--- config.mk ---
export PLATFORM = sky130hd
export DESIGN_NAME = dual_intc
export DESIGN_NICKNAME = d
export VERILOG_FILES = /design/src/rtl/dual_intc_pkg.sv /design/src/rtl/intc_decode.sv /design/src/rtl/intc_mask_reg.sv /design/src/rtl/intc_soft_latch.sv /design/src/rtl/dual_intc.sv
export SDC_FILE = /design/constraint.sdc
export NUM_CORES = 1
export LEC_CHECK = 0
export ABC_CLOCK_PERIOD_IN_PS = 1500
export BUFFER_PORTS_ARGS = -buffer_cell sky130_fd_sc_hd__buf_4
export CELL_PAD_IN_SITES_DETAIL_PLACEMENT = 1
export CELL_PAD_IN_SITES_GLOBAL_PLACEMENT = 2
export CORE_MARGIN = 1
export CORE_UTILIZATION = 34
export DETAILED_ROUTE_END_ITERATION = 6
export GPL_ROUTABILITY_DRIVEN = 0
export HOLD_SLACK_MARGIN = 0.03
export MAX_ROUTING_LAYER = met4
export PLACE_DENSITY_LB_ADDON = 0.1
export SETUP_SLACK_MARGIN = 0.4
export SLEW_MARGIN = 0
export SYNTH_ARGS = -nofsm -noshare
export SYNTH_HDL_FRONTEND = slang
export SYNTH_HIERARCHICAL = 1
export SYNTH_SLANG_ARGS = --single-unit
--- constraint.sdc ---
create_clock -name clk -period 1.5 [get_ports clk]
set_input_delay 0.3 -clock clk [delete_from_list [all_inputs] [get_ports clk]]
set_output_delay 0.3 -clock clk [all_outputs]
set_load 0.005 [all_outputs]
--- src/rtl/dual_intc_pkg.sv ---
package dual_intc_pkg;

    // Register word indices; software depends on these positions.
    localparam int IX_IRQ_MSKD = 0;
    localparam int IX_IRQ_RAW  = 1;
    localparam int IX_IRQ_SET  = 2;
    localparam int IX_IRQ_CLR  = 3;
    localparam int IX_SOFT_SET = 4;
    localparam int IX_SOFT_CLR = 5;
    localparam int IX_FIQ_MSKD = 8;
    localparam int IX_FIQ_RAW  = 9;
    localparam int IX_FIQ_SET  = 10;
    localparam int IX_FIQ_CLR  = 11;

    localparam int NUM_LINES = 2;
    localparam int LINE_IRQ  = 0;
    localparam int LINE_FIQ  = 1;

    typedef enum logic [2:0] {
        SEL_NONE,
        SEL_IRQ_MSKD,
        SEL_RAW,
        SEL_IRQ_MASK,
        SEL_SOFT,
        SEL_FIQ_MSKD,
        SEL_FIQ_MASK
    } rd_sel_e;

    typedef struct packed {
        logic [NUM_LINES-1:0] mask_set;
        logic [NUM_LINES-1:0] mask_clr;
        logic                 soft_set;
        logic                 soft_clr;
    } wr_strobe_t;

endpackage

--- src/rtl/intc_decode.sv ---
module intc_decode
    import dual_intc_pkg::*;
#(
    parameter int IDX_W = 4
) (
    input  logic             wr,
    input  logic [IDX_W-1:0] idx,
    input  logic             wbit0,
    output rd_sel_e          rd_sel,
    output wr_strobe_t       wstb
);

    localparam int NREG = 1 << IDX_W;

    function automatic logic hit(input logic [IDX_W-1:0] a, input int code);
        return (code < NREG) && (int'(a) == code);
    endfunction

    always_comb begin
        rd_sel = SEL_NONE;
        if (hit(idx, IX_IRQ_MSKD))      rd_sel = SEL_IRQ_MSKD;
        else if (hit(idx, IX_IRQ_RAW))  rd_sel = SEL_RAW;
        else if (hit(idx, IX_IRQ_SET))  rd_sel = SEL_IRQ_MASK;
        else if (hit(idx, IX_SOFT_SET)) rd_sel = SEL_SOFT;
        else if (hit(idx, IX_FIQ_MSKD)) rd_sel = SEL_FIQ_MSKD;
        else if (hit(idx, IX_FIQ_RAW))  rd_sel = SEL_RAW;
        else if (hit(idx, IX_FIQ_SET))  rd_sel = SEL_FIQ_MASK;
    end

    always_comb begin
        wstb = '0;
        wstb.mask_set[LINE_IRQ] = wr && hit(idx, IX_IRQ_SET);
        wstb.mask_clr[LINE_IRQ] = wr && hit(idx, IX_IRQ_CLR);
        wstb.mask_set[LINE_FIQ] = wr && hit(idx, IX_FIQ_SET);
        wstb.mask_clr[LINE_FIQ] = wr && hit(idx, IX_FIQ_CLR);
        wstb.soft_set           = wr && wbit0 && hit(idx, IX_SOFT_SET);
        wstb.soft_clr           = wr && wbit0 && hit(idx, IX_SOFT_CLR);
    end

endmodule

--- src/rtl/intc_mask_reg.sv ---
module intc_mask_reg #(
    parameter int W = 32
) (
    input  logic         clk,
    input  logic         rst_n,
    input  logic         set_en,
    input  logic         clr_en,
    input  logic [W-1:0] bits,
    output logic [W-1:0] mask_q
);

    always_ff @(posedge clk or negedge rst_n) begin
        if (!rst_n) begin
            mask_q <= '0;
        end else if (set_en) begin
            mask_q <= mask_q | bits;
        end else if (clr_en) begin
            mask_q <= mask_q & ~bits;
        end
    end

    // bits written to the set address are ones afterwards
    p_set_sticks_r2: assert property (@(posedge clk) disable iff (!rst_n)
        set_en |=> ((mask_q & $past(bits)) == $past(bits)));

    // bits written to the clear address are zeros afterwards
    p_clr_drops_r2: assert property (@(posedge clk) disable iff (!rst_n)
        (clr_en && !set_en) |=> ((mask_q & $past(bits)) == '0));

    // no strobe, no change
    p_mask_idle_r9: assert property (@(posedge clk) disable iff (!rst_n)
        (!set_en && !clr_en) |=> $stable(mask_q));

endmodule

--- src/rtl/intc_soft_latch.sv ---
module intc_soft_latch (
    input  logic clk,
    input  logic rst_n,
    input  logic set_req,
    input  logic clr_req,
    output logic soft_q
);

    always_ff @(posedge clk or negedge rst_n) begin
        if (!rst_n) begin
            soft_q <= 1'b0;
        end else if (clr_req) begin
            soft_q <= 1'b0;
        end else if (set_req) begin
            soft_q <= 1'b1;
        end
    end

    p_soft_set_r6: assert property (@(posedge clk) disable iff (!rst_n)
        (set_req && !clr_req) |=> soft_q);

    p_soft_clr_r6: assert property (@(posedge clk) disable iff (!rst_n)
        clr_req |=> !soft_q);

    p_soft_hold_r6: assert property (@(posedge clk) disable iff (!rst_n)
        (!set_req && !clr_req) |=> $stable(soft_q));

endmodule

--- src/rtl/dual_intc.sv ---
module dual_intc
    import dual_intc_pkg::*;
#(
    parameter int NSRC  = 32,
    parameter int IDX_W = 4
) (
    input  logic             clk,
    input  logic             rst_n,
    input  logic [NSRC-1:0]  src_i,
    input  logic             bus_wr,
    input  logic             bus_rd,
    input  logic [IDX_W-1:0] bus_idx,
    input  logic [NSRC-1:0]  bus_wdata,
    output logic [NSRC-1:0]  bus_rdata,
    output logic             irq_o,
    output logic             fiq_o
);

    localparam logic [NSRC-1:0] BIT0 = NSRC'(1);

    rd_sel_e              rd_sel;
    wr_strobe_t           wstb;
    logic                 soft_q;
    logic [NSRC-1:0]      raw;
    logic [NSRC-1:0]      mask_q [NUM_LINES];
    logic [NUM_LINES-1:0] line_q;
    logic [NSRC-1:0]      rd_val;

    intc_decode #(.IDX_W(IDX_W)) u_dec (
        .wr     (bus_wr),
        .idx    (bus_idx),
        .wbit0  (bus_wdata[0]),
        .rd_sel (rd_sel),
        .wstb   (wstb)
    );

    intc_soft_latch u_soft (
        .clk     (clk),
        .rst_n   (rst_n),
        .set_req (wstb.soft_set),
        .clr_req (wstb.soft_clr),
        .soft_q  (soft_q)
    );

    assign raw = src_i | (soft_q ? BIT0 : '0);

    for (genvar g = 0; g < NUM_LINES; g++) begin : g_line
        intc_mask_reg #(.W(NSRC)) u_mask (
            .clk    (clk),
            .rst_n  (rst_n),
            .set_en (wstb.mask_set[g]),
            .clr_en (wstb.mask_clr[g]),
            .bits   (bus_wdata),
            .mask_q (mask_q[g])
        );

        always_ff @(posedge clk or negedge rst_n) begin
            if (!rst_n) begin
                line_q[g] <= 1'b0;
            end else begin
                line_q[g] <= |(raw & mask_q[g]);
            end
        end
    end

    assign irq_o = line_q[LINE_IRQ];
    assign fiq_o = line_q[LINE_FIQ];

    always_comb begin
        case (rd_sel)
            SEL_IRQ_MSKD: rd_val = raw & mask_q[LINE_IRQ];
            SEL_RAW:      rd_val = raw;
            SEL_IRQ_MASK: rd_val = mask_q[LINE_IRQ];
            SEL_SOFT:     rd_val = raw & BIT0;
            SEL_FIQ_MSKD: rd_val = raw & mask_q[LINE_FIQ];
            SEL_FIQ_MASK: rd_val = mask_q[LINE_FIQ];
            default:      rd_val = '0;
        endcase
    end

    always_ff @(posedge clk or negedge rst_n) begin
        if (!rst_n) begin
            bus_rdata <= '0;
        end else if (bus_rd) begin
            bus_rdata <= rd_val;
        end
    end

    // with an empty IRQ mask the request line stays low
    p_irq_quiet_r7: assert property (@(posedge clk) disable iff (!rst_n)
        (mask_q[LINE_IRQ] == '0) |=> !irq_o);

    // with an empty FIQ mask the request line stays low
    p_fiq_quiet_r8: assert property (@(posedge clk) disable iff (!rst_n)
        (mask_q[LINE_FIQ] == '0) |=> !fiq_o);

    // the IRQ clear address reads as zero
    p_clr_reads_zero_r9: assert property (@(posedge clk) disable iff (!rst_n)
        (bus_rd && int'(bus_idx) == IX_IRQ_CLR) |=> (bus_rdata == '0));

    // read data holds between reads
    p_rdata_hold_r10: assert property (@(posedge clk) disable iff (!rst_n)
        !bus_rd |=> $stable(bus_rdata));

    // soft status read shows bit 0 only
    p_soft_read_bit0_r6: assert property (@(posedge clk) disable iff (!rst_n)
        (bus_rd && int'(bus_idx) == IX_SOFT_SET) |=> ((bus_rdata & ~BIT0) == '0));

endmodule

==> results_dict.tcl, run 1 <==
set metrics [dict create \
    syn_nets 633 \
    slew_viol_final 0 \
    die_h_um 127.5 \
    seq_power_share_pct 43.4 \
    grt_util_met2_pct 47.22 \
    antenna_found_initial 0 \
    yosys_warnings 6 \
    rsz0062_at_grt "true" \
    p_clk_share_pct 27.6 \
    crit_type "input port to flop" \
    worstSkewPairLatency_ps 360 \
    die_w_um 127.5 \
    hold_violations 0 \
    ys_ff_latch 99 \
    swShare_pct 32.56 \
    overflow 0 \
    pin_count 106 \
    synth.area.top_cells "dfrtp_1, a22o_1, a21oi_1" \
    crit_top_cell "buf_12" \
    fin_nets 822 \
    p_sw_mw 2.805 \
    finalWirelength_mm 23.75 \
    grt_max_degree 65 \
    grt_pass1_vias 5834 \
    floorplan.initialDensity_pct 35.07 \
    critPathMaxStageDelay_ps 400 \
    drc 0 \
    cts_buffers 9 \
    p_leak_nw 3.752 \
    status "finished, violations left" \
    irDropWorstVdd_uv 623.9 \
    fin_crit_ps 1581 \
    path_cells "buf_8 > or3b_4 > o31ai_4 > a21boi_4 > buf_12 > buf_12 > buf_16 > a21oi_2 > a21oi_1 > a22o_1" \
    portBuffers 105 \
    crit_path_end_kind "flop" \
    avgSynthCellArea_um2 9.539 \
    hp-class "input port to flop" \
    whs_ps 194.6 \
    synthCells 561 \
    fin_tns_setup_ps -1766 \
    wire_per_inst_um 24.58 \
    critPathLaunchType "input port" \
    synth_cell_types 35 \
    first_pass_iters 5 \
    cap_violations 0 \
    via_per_inst 5.953 \
    core_area_um2 15260 \
    met3_usage_pct 4.858 \
    synth_top_area_cell "dfrtp_1" \
    num-fill-cells 1650 \
    rows 45 \
    layout-drive-gt1-share_pct 43.05 \
    met1_usage_pct 38.44 \
    place_ws_ps -450.7 \
    crit_arrival_ps 1880 \
    p_int_mw 5.810 \
    layout_setup_ws_ps -81.26 \
    cts_tree "done" \
    crit_fanout 6 \
    dp.cells 890 \
    clk_pin_slew_ps 70 \
    synth.top_cell.area_share_pct 46.29 \
    grt.total_usage_pct 29.74 \
    report.final.setup_viol 32 \
    violations "negative setup slack" \
    via_count 5751 \
    ant_nets 0 \
    cts_sinks 99 \
    drtIter0Drc 499 \
    cp.required_ps 1800 \
    grt_busiest_layer "met2" \
    worst_pin_slew_ps 456.1 \
    ys_seq_area_share_pct 46.29 \
    slew_headroom_pct 69.59 \
    cts-htree-levels 3 \
    cts_max_path_buffers 2 \
    dpl_cell_area_um2 6736 \
    p_per_area_nw_per_um2 1038 \
    layout.cells.non_filler 966 \
    multi_input_area_um2 2858 \
    grt_pass1_wl_mm 34.70 \
    final_area_um2 8299 \
    combPwrFrac_pct 29.0 \
    antenna_cells 0 \
    seqCellArea_um2 2477 \
    clock_tree.root_cell "clkbuf_16" \
    clock_skew_ps 7.585 \
    area.growth.synth_to_final_pct 55.09 \
    die-area_um2 16240 \
    crit_slowest_cell "or3b_4" \
    netlist_area_um2 5351 \
    period_share_pct 105.4 \
    max_freq_mhz 632.4 \
    dpl.hpwl_mm 14.56 \
]
-- layout by cell type, fill, tap and decap left out, types with 20 or more instances in the layout --
cell type | netlist | routed
a21oi_2 | 0 | 20
buf_6 | 17 | 48
dfrtp_1 | 99 | 99
buf_4 | 1 | 143
nand2_2 | 0 | 26
o21ai_0 | 32 | 31
o211ai_1 | 31 | 31
inv_1 | 32 | 31
a22o_1 | 102 | 102
a21oi_1 | 93 | 72
nand2_1 | 67 | 29
-- layer usage --
| layer | up-vias | wire, um | share of wire (%) |
|---|---|---|---|
| li1 | 2504 | - | - |
| met1 | 2974 | 10120 | 43 |
| met2 | 220 | 11410 | 48 |
| met3 | 53 | 1454 | 6.1 |
| met4 | 0 | 758 | 3.2 |
| met5 | - | 0 | 0 |
-- worst max-delay path, delay by kind of cell --
family / cells / cell delay, ps
buffers and inverters: 4 / 470
and+or+nand+nor: 1 / 400
AOI/OAI and AO/OA: 5 / 700
-- kinds of logic after synthesis --
family                    count (synthesis)  share of synthesized area (%)
AOI/OAI and AO/OA                       290                          37.57
xor gates and xnor gates                  1                         0.1637
buffers and inverters                    79                          8.347
DFF                                      99                          46.29
and+or+nand+nor                          92                          7.622
-- worst paths after layout --
kind / start / end / slack (ps) / cells after the start
worst max register to register: flop / irq_o$_DFF_PN0_ / 50 / 3
worst max-delay path: bus_idx[2] / bus_rdata[6]$_DFFE_PN0P_ / -80 / 10
max in group asynchronous: rst_n / bus_rdata[5]$_DFFE_PN0P_ / 530 / 3
worst min-delay path: bus_wdata[5] / flop / 190 / 2
min in group asynchronous: rst_n / async pin / 410 / 2
worst min register to register: flop / flop / 540 / 1
-- cell type report --
class / instances / area share (%)
clock inverter: 4 / 0.2864
multi-input combinational: 383 / 34.43
clock buffer: 12 / 3.211
timing repair buffer: 223 / 27.47
inverter: 34 / 1.568
tap: 211 / 3.181
sequential: 99 / 29.85
-- cells in the mapped netlist --
cell      number
buf_6         17
a32oi_1        1
buf_2         15
dfrtp_1       99
o31ai_1        1
a22oi_1       15
nor2_1         3
o21ai_1        2
a211o_1        1
buf_4          1
nand4_1        4
a222oi_1       3
a211oi_1       1
o21ai_0       32
a221oi_1       6
or3b_1         1
o211ai_1      31
o21ba_1        1
a21boi_2       1
xnor2_1        1
nand4b_1       2
inv_2          2
a21oi_1       93
buf_1          3
nand2b_1       2
nor4_1         5
inv_1         32
clkbuf_1       9
or2_2          1
nor2b_1        4
and2b_1        1
and3_1         1
nand2_1       67
a22o_1       102
nand3_1        1
-- power groups by stage --
stage          registers [mW]  logic, mW  clock network [mW]
6_report                 3.74       2.50                2.38
5_1_grt                  3.78       2.68                2.51
4_1_cts                  3.70       2.30                2.41
3_5_place_dp             3.73       2.00                   0
3_3_place_gp             3.72       1.94                   0
2_1_floorplan            3.53       1.03                   0
-- through the flow --
step	utilization, %	power, mW
after floorplan	-	4.568
after global placement	44.15	5.661
after detailed placement	44.15	5.723
after CTS	51.28	8.421
after global routing	54.39	8.970
final	54.39	8.615
-- what timing repair did --
action                                  4_1_cts  5_1_grt
resized for setup                            91       70
endpoints found under the setup margin      118      131
pin swaps                                    49       53
hold buffers                                  1        0
cloned                                        7        4
hold endpoints to repair                     22        0
setup buffers                                33       15
No activity file was read; power rests on OpenSTA's default activity.
==> run 2: changes to the inputs <==
--- a/config.mk
+++ b/config.mk
@@ -5,12 +5,13 @@
 export SDC_FILE = /design/constraint.sdc
 export NUM_CORES = 1
 export LEC_CHECK = 0
+export ABC_AREA = 1
 export ABC_CLOCK_PERIOD_IN_PS = 1500
 export BUFFER_PORTS_ARGS = -buffer_cell sky130_fd_sc_hd__buf_4
 export CELL_PAD_IN_SITES_DETAIL_PLACEMENT = 1
 export CELL_PAD_IN_SITES_GLOBAL_PLACEMENT = 2
 export CORE_MARGIN = 1
-export CORE_UTILIZATION = 34
+export CORE_UTILIZATION = 31
 export DETAILED_ROUTE_END_ITERATION = 6
 export GPL_ROUTABILITY_DRIVEN = 0
 export HOLD_SLACK_MARGIN = 0.03
==> results_dict.tcl, run 2 <==
set metrics [dict create \
    antenna_cells 0 \
    synth_simple_gate_area_share_pct 47.55 \
    min-delay-start "bus_wdata[14]" \
    grt_pass1_wl_mm 35.98 \
    clk_pin_slew_ps 70 \
    layout-drive-gt1-share_pct 36.09 \
    fin_crit_ps 1319 \
    p_per_area_nw_per_um2 896.0 \
    synthArstFlopShare_pct 100.0 \
    avgSynthCellArea_um2 6.714 \
    synth_top_family_by_area "simple AND/OR/NAND/NOR gates" \
    antenna_found_initial 0 \
    fin_tns_setup_ps 0 \
    floorplan.initialDensity_pct 31.84 \
    final_common_cell "nand2_1" \
    syn_nets 968 \
    crit_slowest_cell "nor2_4" \
    ant_nets 0 \
    worstSkewPairLatency_ps 360 \
    dpl.hpwl_mm 15.02 \
    slew_viol_final 0 \
    crit_fanout 6 \
    p_sw_mw 2.910 \
    hp-class "input port to flop" \
    via_count 6782 \
    synthCells 896 \
    synth-xor-area-share_pct 0 \
    fin_nets 1142 \
    crit_path_end_kind "flop" \
    period_share_pct 87.94 \
    die_h_um 141.3 \
    first_pass_iters 4 \
    p_leak_nw 4.958 \
    die_w_um 141.3 \
    slew_headroom_pct 66.75 \
    p_int_mw 5.338 \
    core_area_um2 18890 \
    synthFlopType "dfrtp_1" \
    pin_count 106 \
    worst_pin_slew_ps 498.7 \
    synth_common_cells "nand2_1, dfrtp_1, nand4_1, nand3_1, inv_1" \
    cts_max_path_buffers 2 \
    cap_violations 0 \
    grt.total_usage_pct 24.12 \
    swShare_pct 35.28 \
    overflow 0 \
    crit_arrival_ps 1620 \
    status "finished, final reports clean" \
    synth_compound_area_share_pct 2.579 \
    synth-edff-count 0 \
    drc 0 \
    combPwrFrac_pct 27.4 \
    rsz0062_at_grt "true" \
    via_per_inst 5.080 \
    cp.required_ps 1800 \
    portBuffers 105 \
    synth_cell_types 19 \
    r2r_start "u_soft/soft_q$_DFFE_PN0P_" \
    synth_top_area_cell "dfrtp_1" \
    netlist_area_um2 6016 \
    synth.most_common_cell "nand2_1" \
    crit_path_start "bus_idx[3]" \
    cts-htree-levels 3 \
    cts_sinks 99 \
    cts_buffers 9 \
    hold_violations 0 \
    area.growth.synth_to_final_pct 53.02 \
    rows 50 \
    clock_tree.root_cell "clkbuf_16" \
    die-area_um2 19970 \
    synthAdderAreaFrac_pct 0 \
    wire_per_inst_um 19.67 \
    synth.area.top_cells "dfrtp_1, nand2_1, nand4_1" \
    seq_power_share_pct 45.0 \
    grt_max_degree 63 \
    synth.top_cell.area_share_pct 41.18 \
    grt_pass1_vias 6602 \
    synthMuxAreaShare_pct 0 \
    critPathLaunchType "input port" \
    ys_ff_latch 99 \
    fin_util_pct 48.72 \
    crit_type "input port to flop" \
    ys_seq_area_share_pct 41.18 \
    yosys_warnings 6 \
    drtIter0Drc 407 \
    report.final.setup_viol 0 \
    crit_top_cell "nand2_1" \
    final_cell_mix "nand2_1, buf_4, dfrtp_1" \
    p_clk_share_pct 27.5 \
    critPathMaxStageDelay_ps 250 \
    clock_skew_ps 5.106 \
    irDropWorstVdd_uv 664.1 \
    finalWirelength_mm 26.26 \
    cts_tree "done" \
    max_freq_mhz 758.1 \
    path_cells "buf_8 > nor2_4 > nand2_2 > nand2_2 > inv_4 > buf_12 > nor2_4 > buf_12 > nand2_1 > nand2_1 > nor2_1 > nand2_1 > nand2_1 > nand2_1" \
]
==> run 2: cell count changes after synthesis, moves of 9 or more <==
cell      delta
buf_4        +9
nand2_1    +427
o21ai_0     -31
nand4_1     +76
o21ai_1     +28
a22oi_1     -15
a22o_1     -102
a21oi_1     -93
nand3_1     +66
o211ai_1    -31
nor2_1      +21
==> run 2: worst max-delay path, delay by kind of cell <==
| kind | cells | cell delay, ps |
|---|---|---|
| buf+inv | 4 | 470 |
| simple gates | 10 | 850 |
==> run 2: path summary, 6_finish.rpt <==
kind / slack, ps / cells after the start / end
worst min register to register: 500 / 2 / bus_rdata[6]$_DFFE_PN0P_
min in group asynchronous: 460 / 3 / async pin
worst max register to register: 290 / 8 / bus_rdata[0]$_DFFE_PN0P_
worst min-delay path: 170 / 3 / flop
max in group asynchronous: 580 / 3 / async pin
worst max-delay path: 180 / 14 / bus_rdata[0]$_DFFE_PN0P_
==> run 2: per-layer routing <==
| metal | share of wire (%) | GRT usage, % | wire length [um] | vias up |
|---|---|---|---|---|
| met4 | 1.4 | 4.805 | 366 | 0 |
| met2 | 47 | 39.13 | 12470 | 167 |
| met5 | 0 | - | 0 | - |
| met3 | 4.2 | 2.801 | 1113 | 28 |
| li1 | - | - | - | 3245 |
| met1 | 47 | 32.49 | 12310 | 3342 |
==> run 2: layout make-up <==
class	instances	area, um2
Sequential cell	99	2479
Clock buffer	11	232.7
Multi-Input combinational cell	706	3689
Timing Repair Buffer	211	2258
Fill cell	2353	9688
Clock inverter	5	37.54
Inverter	43	183.9
Tap cell	260	325.3
==> run 2: timing repair <==
item / in CTS / in global routing
cloned: 1 / 14
pin swaps: 17 / 92
resized for setup: 67 / 189
endpoints found under the hold margin: 66 / 0
setup buffers: 26 / 15
endpoints found under the setup margin: 70 / 133
hold buffers: 1 / 0
==> run 2: through the flow <==
step | instances | worst slack [ps] | instance area (um2) | power (mW) | hold WS (ps)
3_5_place_dp | 1262 | -168.5 | 7386 | 5.499 | 344.9
2_1_floorplan | 896 | 203.9 | 6092 | 4.514 | 4.409
5_1_grt | 1335 | 108.2 | 9205 | 8.706 | 174.1
4_1_cts | 1306 | 255.7 | 8129 | 8.022 | 150.3
3_3_place_gp | 1262 | -146.4 | 7386 | 5.470 | 339.1
6_report | 1335 | 180.8 | 9205 | 8.248 | 172.7
==> run 2: kinds of logic (layout without fill, tap and decap cells) <==
| family | Yosys count | in the layout |
|---|---|---|
| DFF | 99 | 99 |
| AOI/OAI and AO/OA | 31 | 31 |
| buffers and inverters | 91 | 270 |
| and+or+nand+nor | 675 | 675 |
==> run 2: power by group through the flow <==
stage	combinational, mW	sequential (mW)	clock (mW)
after global placement	1.76	3.71	0
final	2.26	3.71	2.27
after CTS	1.99	3.67	2.35
after global routing	2.50	3.78	2.42
after detailed placement	1.79	3.71	0
after floorplan	0.976	3.54	0
